--- src/rtl/irq_route_pkg.sv ---
// Package: shared constants and index kinds for the routing register file.
// Assumes a 32-bit data word and an 8-bit register index.
package irq_route_pkg;
    localparam int WORD_W  = 32;
    localparam int ENTRY_W = 64;
    localparam int IDX_W   = 8;

    localparam logic [7:0] OFS_SELECT = 8'h00;
    localparam logic [7:0] OFS_WINDOW = 8'h10;

    localparam logic [7:0] IDX_ID   = 8'h00;
    localparam logic [7:0] IDX_VER  = 8'h01;
    localparam logic [7:0] IDX_ARB  = 8'h02;
    localparam logic [7:0] IDX_TBL0 = 8'h10;

    localparam int MASK_BIT = 16;
    localparam logic [7:0] VER_CODE = 8'h11;

    typedef enum logic [2:0] {
        K_ID,
        K_VER,
        K_ARB,
        K_ENTRY,
        K_NONE
    } idx_kind_e;
endpackage

--- src/rtl/irq_route_decode.sv ---
// Module: address-window and register-index decoder.
// Produces the window hit, the port selected by the low address byte, and
// the register kind, entry number and half that the select index names.
// Assumes PINS <= 120, so every entry is reachable with an 8-bit index.
module irq_route_decode
    import irq_route_pkg::*;
#(
    parameter int PINS   = 24,
    parameter int ADDR_W = 32,
    parameter int SPAN   = 256,
    localparam int ENT_W = (PINS > 1) ? $clog2(PINS) : 1
) (
    input  logic [ADDR_W-1:0] addr,
    input  logic [ADDR_W-1:0] base,
    input  logic              enable,
    input  logic [IDX_W-1:0]  sel_idx,
    output logic              hit,
    output logic              at_select,
    output logic              at_window,
    output idx_kind_e         kind,
    output logic [ENT_W-1:0]  ent_num,
    output logic              upper
);
    localparam logic [6:0]    PINS_L = 7'(PINS);
    localparam logic [ADDR_W:0] SPAN_L = (ADDR_W+1)'(SPAN);

    logic [ADDR_W:0] lim;
    logic [7:0]      rel;
    logic [6:0]      ent_raw;

    // Inclusive range test against base .. base+SPAN, without wrap-around.
    always_comb begin
        lim = {1'b0, base} + SPAN_L;
        hit = enable && (addr >= base) && ({1'b0, addr} <= lim);
    end

    // Low-byte port decode.
    always_comb begin
        at_select = (addr[7:0] == OFS_SELECT);
        at_window = (addr[7:0] == OFS_WINDOW);
    end

    // Index decode into register kind, entry number and half.
    always_comb begin
        rel     = sel_idx - IDX_TBL0;
        ent_raw = rel[7:1];
        ent_num = ent_raw[ENT_W-1:0];
        upper   = sel_idx[0];
        if (sel_idx == IDX_ID)                                kind = K_ID;
        else if (sel_idx == IDX_VER)                          kind = K_VER;
        else if (sel_idx == IDX_ARB)                          kind = K_ARB;
        else if ((sel_idx >= IDX_TBL0) && (ent_raw < PINS_L)) kind = K_ENTRY;
        else                                                  kind = K_NONE;
    end
endmodule

--- src/rtl/irq_route_table.sv ---
// Module: routing-entry storage.
// One 64-bit register per input line, written one 32-bit half at a time.
// On reset each entry holds only its mask bit. Read is combinational.
module irq_route_table
    import irq_route_pkg::*;
#(
    parameter int PINS = 24,
    localparam int ENT_W = (PINS > 1) ? $clog2(PINS) : 1
) (
    input  logic                  clk,
    input  logic                  rst_n,
    input  logic                  wr_en,
    input  logic [ENT_W-1:0]      wr_ent,
    input  logic                  wr_upper,
    input  logic [WORD_W-1:0]     wr_word,
    input  logic [ENT_W-1:0]      rd_ent,
    output logic [ENTRY_W-1:0]    rd_entry,
    output logic [PINS*ENTRY_W-1:0] flat
);
    localparam logic [ENTRY_W-1:0] ENT_RST = ENTRY_W'(1) << MASK_BIT;

    logic [ENTRY_W-1:0] ent_q [PINS];

    for (genvar e = 0; e < PINS; e++) begin : g_ent
        // Hold entry e; replace only the addressed half on a write.
        always_ff @(posedge clk) begin
            if (!rst_n) begin
                ent_q[e] <= ENT_RST;
            end else if (wr_en && (wr_ent == ENT_W'(e))) begin
                if (wr_upper) ent_q[e][63:32] <= wr_word;
                else          ent_q[e][31:0]  <= wr_word;
            end
        end
        assign flat[e*ENTRY_W +: ENTRY_W] = ent_q[e];
    end

    // Read mux for the window path.
    always_comb begin
        rd_entry = ent_q[rd_ent];
    end
endmodule

--- src/rtl/irq_route_regfile.sv ---
// Module: top of the indirect-access routing register file.
// Holds the select index, controller ID, arbitration word, window base and
// enable, and the read/error state. Acts on an access only when it is
// claimed (strobe and window hit). The read result is registered and so
// appears one cycle after the strobe.
module irq_route_regfile
    import irq_route_pkg::*;
#(
    parameter int          PINS     = 24,
    parameter int          ADDR_W   = 32,
    parameter int          SPAN     = 256,
    parameter logic [31:0] BASE_RST = 32'hFEC0_0000
) (
    input  logic                    clk,
    input  logic                    rst_n,
    input  logic                    cfg_load,
    input  logic [ADDR_W-1:0]       cfg_base,
    input  logic                    cfg_enable,
    input  logic                    acc_valid,
    input  logic                    acc_write,
    input  logic [ADDR_W-1:0]       acc_addr,
    input  logic [WORD_W-1:0]       acc_wdata,
    output logic                    addr_hit,
    output logic                    rd_valid,
    output logic [WORD_W-1:0]       rd_data,
    output logic                    bad_index_err,
    output logic [WORD_W-1:0]       arb_value,
    output logic [PINS*ENTRY_W-1:0] route_table
);
    localparam int ENT_W = (PINS > 1) ? $clog2(PINS) : 1;
    localparam logic [7:0] LAST_PIN = 8'(PINS - 1);

    logic [IDX_W-1:0]  sel_q;
    logic [3:0]        id_q;
    logic [WORD_W-1:0] arb_q;
    logic [ADDR_W-1:0] base_q;
    logic              en_q;
    logic              rdv_q;
    logic [WORD_W-1:0] rdd_q;
    logic              err_q;

    logic              at_select, at_window, upper;
    idx_kind_e         kind;
    logic [ENT_W-1:0]  ent_num;
    logic [ENTRY_W-1:0] cur_entry;
    logic              claim_rd, claim_wr, tbl_wr;
    logic [WORD_W-1:0] rd_mux;

    irq_route_decode #(.PINS(PINS), .ADDR_W(ADDR_W), .SPAN(SPAN)) u_dec (
        .addr      (acc_addr),
        .base      (base_q),
        .enable    (en_q),
        .sel_idx   (sel_q),
        .hit       (addr_hit),
        .at_select (at_select),
        .at_window (at_window),
        .kind      (kind),
        .ent_num   (ent_num),
        .upper     (upper)
    );

    // Qualify the strobe with the window hit.
    always_comb begin
        claim_rd = acc_valid && addr_hit && !acc_write;
        claim_wr = acc_valid && addr_hit && acc_write;
        tbl_wr   = claim_wr && at_window && (kind == K_ENTRY);
    end

    irq_route_table #(.PINS(PINS)) u_tbl (
        .clk      (clk),
        .rst_n    (rst_n),
        .wr_en    (tbl_wr),
        .wr_ent   (ent_num),
        .wr_upper (upper),
        .wr_word  (acc_wdata),
        .rd_ent   (ent_num),
        .rd_entry (cur_entry),
        .flat     (route_table)
    );

    // Select the word returned for a read at the current address and index.
    always_comb begin
        rd_mux = '0;
        if (at_select) begin
            rd_mux = {{(WORD_W-IDX_W){1'b0}}, sel_q};
        end else if (at_window) begin
            case (kind)
                K_ID, K_ARB: rd_mux = {4'b0, id_q, 24'b0};
                K_VER:       rd_mux = {8'b0, LAST_PIN, 8'b0, VER_CODE};
                K_ENTRY:     rd_mux = upper ? cur_entry[63:32] : cur_entry[31:0];
                default:     rd_mux = '0;
            endcase
        end
    end

    // Select, ID and arbitration registers updated by claimed writes.
    always_ff @(posedge clk) begin
        if (!rst_n) begin
            sel_q <= '0;
            id_q  <= '0;
            arb_q <= '0;
        end else if (claim_wr) begin
            if (at_select) begin
                sel_q <= acc_wdata[IDX_W-1:0];
            end else if (at_window) begin
                if (kind == K_ID)  id_q  <= acc_wdata[27:24];
                if (kind == K_ARB) arb_q <= acc_wdata;
            end
        end
    end

    // Window base and enable, reloaded by the configuration strobe.
    always_ff @(posedge clk) begin
        if (!rst_n) begin
            base_q <= ADDR_W'(BASE_RST);
            en_q   <= 1'b1;
        end else if (cfg_load) begin
            base_q <= cfg_base;
            en_q   <= cfg_enable;
        end
    end

    // Registered read result and its one-cycle valid pulse.
    always_ff @(posedge clk) begin
        if (!rst_n) begin
            rdv_q <= 1'b0;
            rdd_q <= '0;
        end else begin
            rdv_q <= claim_rd;
            if (claim_rd) rdd_q <= rd_mux;
        end
    end

    // Sticky flag for reads of an undefined index.
    always_ff @(posedge clk) begin
        if (!rst_n)
            err_q <= 1'b0;
        else if (claim_rd && at_window && (kind == K_NONE))
            err_q <= 1'b1;
    end

    assign rd_valid      = rdv_q;
    assign rd_data       = rdd_q;
    assign bad_index_err = err_q;
    assign arb_value     = arb_q;
endmodule

--- config.mk ---
export PLATFORM = sky130hd
export DESIGN_NAME = irq_route_regfile
export DESIGN_NICKNAME = d
export VERILOG_FILES = /design/src/rtl/irq_route_pkg.sv /design/src/rtl/irq_route_decode.sv /design/src/rtl/irq_route_table.sv /design/src/rtl/irq_route_regfile.sv
export SDC_FILE = /design/constraint.sdc
export NUM_CORES = 2
export LEC_CHECK = 0
export ABC_AREA = 1
export BUFFER_PORTS_ARGS = -buffer_cell sky130_fd_sc_hd__buf_4
export CORE_AREA = 2 2 661 663
export DETAILED_ROUTE_END_ITERATION = 16
export DIE_AREA = 0 0 663 665
export GPL_TIMING_DRIVEN = 0
export PLACE_DENSITY = 0.4
export SETUP_SLACK_MARGIN = 0.05
export SLEW_MARGIN = 10
export SYNTH_ARGS = -nofsm -noshare
export SYNTH_HDL_FRONTEND = slang
export SYNTH_SLANG_ARGS = --single-unit
--- constraint.sdc ---
create_clock -name clk -period 17 [get_ports clk]
set_clock_uncertainty 0.15 [all_clocks]
set_input_delay 2.55 -clock clk [delete_from_list [all_inputs] [get_ports clk]]
set_output_delay 2.55 -clock clk [all_outputs]
set_load 0.01 [all_outputs]
==> results.cfg <==
[grt]
antenna_found_initial = 144
grt_pass1_wl_mm = 960.7
grt_pass1_vias = 65902
grt-ovfl-total = 0
gr-usage-all-layers = 0.3550
grt_max_degree = 33

[logic_synthesis]
synthCells = 6145
synth-edff-count = 1536
yosysUniqueCellTypes = 47
yosysWarningCount = 0
avgSynthCellArea_sq_um = 11.43
synth_top_flop_cell = edfxtp_1
synth_top_cell_by_area = edfxtp_1
synth-async-reset-ratio = 0
synth_top_cell_area_share = 0.6567
ys_ff_latch = 1647
syn-num-nets = 6306
synth_area_sq_mm = 0.07024
yosysSeqAreaShare = 0.6883
synth.top_cells.by_area = edfxtp_1, nor2_1, o22ai_1

[route]
drt-pass1-iter-count = 7
top_layer = met5
vias = 73026
wl_met3_mm = 100.8
drc_errors = 0
drt_iter0_markers = 12003
wl_mm = 817.1
avgViaCountPerCell = 5.140
route.met2.wl_mm = 363.0
wl_per_cell_um = 57.51
ant_nets = 0
wl_met1_mm = 284.2

[worst_hold_path]
min_path_type = flip-flop to flip-flop
hp-start = base_q[7]

[clock_tree]
numCtsBuffers = 212
ctsHtreeMaxLevel = 4
clk_latency_ns = 1.02
path_clk_slew_ns = 0.06
clock-sinks = 1647
post_cts_buffers = 0
cts_tree = yes
clockBufferDepth = 4
root_buffer = clkbuf_16
holdBufCountCts = 0
cts_resized = 0

[final_layout]
multi_input_comb_area_sq_mm = 0.01901
num-nets-final = 8399
regArea_sq_mm = 0.04835
fill_cells = 46434
design_area_sq_mm = 0.1017
final_layout_size_suffix_gt1_frac = 0.3113
area_growth_pct = 44.77
final_util = 0.2347

[timing]
final-hold-violation-count = 0
finalSetupViolCount = 0
fin_crit_sh = 0.4745
holdWs_ns = 0.3232
rsz0062_at_grt = false
maxSlewViolCount = 12
post-route-min-period_ns = 8.067
max_freq_mhz = 124.0
slew_headroom = -0.05708
fin_setup_tns_ns = 0
timing_worst_slew_pin_value_ns = 1.569

[floorplan]
core_area_sq_mm = 0.4333
io_pins = 1705
die_width_um = 663
start_util = 0.1621
fp-row-count = 242
die_h_um = 665
dieArea_sq_mm = 0.4409

[placed_design]
placed_cell_area_sq_mm = 0.09467
hpwl_mm = 676.4
io_buffers = 1703
gp_congestion = 0.9907

[power_and_ir_drop]
p_total_uw = 10390
switching_share = 0.2844
p_sw_uw = 2953
ir_drop_uv = 86.47
power.internal_uw = 7432
seqPwrFrac = 0.455
powerDensity_mw_per_mm2 = 102.1
power_frac_clock = 0.455
comb_power_share = 0.090
p_leak_uw = 0.03982

[setup_path]
startpoint = base_q[8]
reg2reg_from = base_q[8]
critPathMaxFanout = 3
arrival_ns = 5.37
required_ns = 14.30
critPathCaptureType = output port
r2r_slack_ns = 9.59
worstSetupStartpointType = flip-flop
critical_path_class = flip-flop to output port

[status]
status = complete, but fails checks
violations = max-capacitance violations, max-slew violations

[job]
maxCapViolations = 4
## power by group through the flow
stage          combinational, uW  sequential [uW]  clock, uW
2_1_floorplan                186             4770          0
3_3_place_gp                 878             4820          0
3_5_place_dp                 917             4800          0
4_1_cts                      919             4720       4720
5_1_grt                      940             4720       4850
6_report                     934             4720       4730
## synthesized netlist by cell type (all sizes together), types with 16 or more instances
| cell type | count |
|---|---|
| nor2 | 1710 |
| nor3 | 16 |
| clkbuf | 441 |
| a22oi | 17 |
| inv | 146 |
| ha | 59 |
| o22ai | 687 |
| xor2 | 20 |
| nand2 | 240 |
| nand3 | 131 |
| dfxtp | 111 |
| nand4 | 132 |
| o21ai | 508 |
| o221ai | 17 |
| buf | 160 |
| edfxtp | 1536 |
| a21oi | 87 |
| a31oi | 42 |
## state kept, by name (all words and copies together), names as in the netlist, 4 cells and up
register     flops
u_tbl.ent_q   1536
arb_value       32
base_q          32
rd_data         32
sel_q            8
id_q             4
## kinds of logic (layout without fill, tap and decap cells)
| kind of cell | count (synthesis) | after routing | synth area share |
|---|---|---|---|
| AO/OA/AOI/OAI | 1417 | 1417 | 0.1179 |
| XOR/XNOR | 21 | 21 | 0.002619 |
| adder cells (fa/ha/maj) | 59 | 59 | 0.01051 |
| buffers and inverters | 751 | 3012 | 0.04662 |
| flip-flops | 1647 | 1647 | 0.6883 |
| other | 0 | 68 | 0 |
| AND/OR/NAND/NOR | 2250 | 2250 | 0.1340 |
## routing by layer
layer | GRT usage | vias to the layer above
li1 | - | 26651
met1 | 0.3885 | 38262
met2 | 0.5573 | 6542
met3 | 0.1502 | 1539
met4 | 0.2450 | 32
met5 | 0.001085 | -
## layout make-up
class                   count  area share
well taps                5734     0.07055
flip-flops and latches   1647      0.4754
inverters                 150    0.005537
plain buffers             601     0.02960
clock buffers             266     0.05468
diodes                     68    0.001673
repair buffers           1879      0.1631
clock inverters           116     0.01254
multi-input cells        3747      0.1869
## worst paths after layout
check,endpoint,depth (start not counted)
setup reg to reg,arb_value[28],30
hold reg to reg,base_q[7],2
hold / removal,base_q[7],2
setup / recovery,addr_hit,24
## through the flow
stage	std cells	setup slack (ns)
after global routing	14143	8.610
after floorplan	6145	10.01
final	14208	8.933
after CTS	14139	8.868
after global placement	13582	3.615
after detailed placement	13757	9.234
## placed cells by master (no fill, tap or decap), types with 52 or more instances in the layout
master,count
ha_1,59
nand4_1,108
diode_2,68
dfxtp_1,111
clkbuf_2,178
buf_2,97
o22ai_1,687
nor2_1,1693
o21ai_0,485
buf_12,107
buf_6,52
buf_16,55
edfxtp_1,1536
nand3_1,131
clkbuf_1,302
clkbuf_16,214
buf_4,1709
nand2_1,203
inv_1,144
a21oi_1,87
## worst max-delay path, stage by stage (launching register included)
cell,delay [ns]
dfxtp_1,0.36
inv_1,0.10
nor3_1,0.54
nand4_1,0.26
nor2_1,0.21
nand2_1,0.10
nor3_1,0.18
nand3_1,0.18
nor3_1,0.31
nand3_1,0.16
xor2_1,0.18
inv_1,0.06
ha_1,0.18
nand2_1,0.07
inv_1,0.03
o21ai_0,0.18
nand2_1,0.08
nand2_1,0.06
nand2_1,0.09
nand2_1,0.08
nand2_1,0.07
clkinv_1,0.06
a21oi_1,0.07
nor2_2,0.49
buf_4,0.25
(Power assumes the default switching activity.)
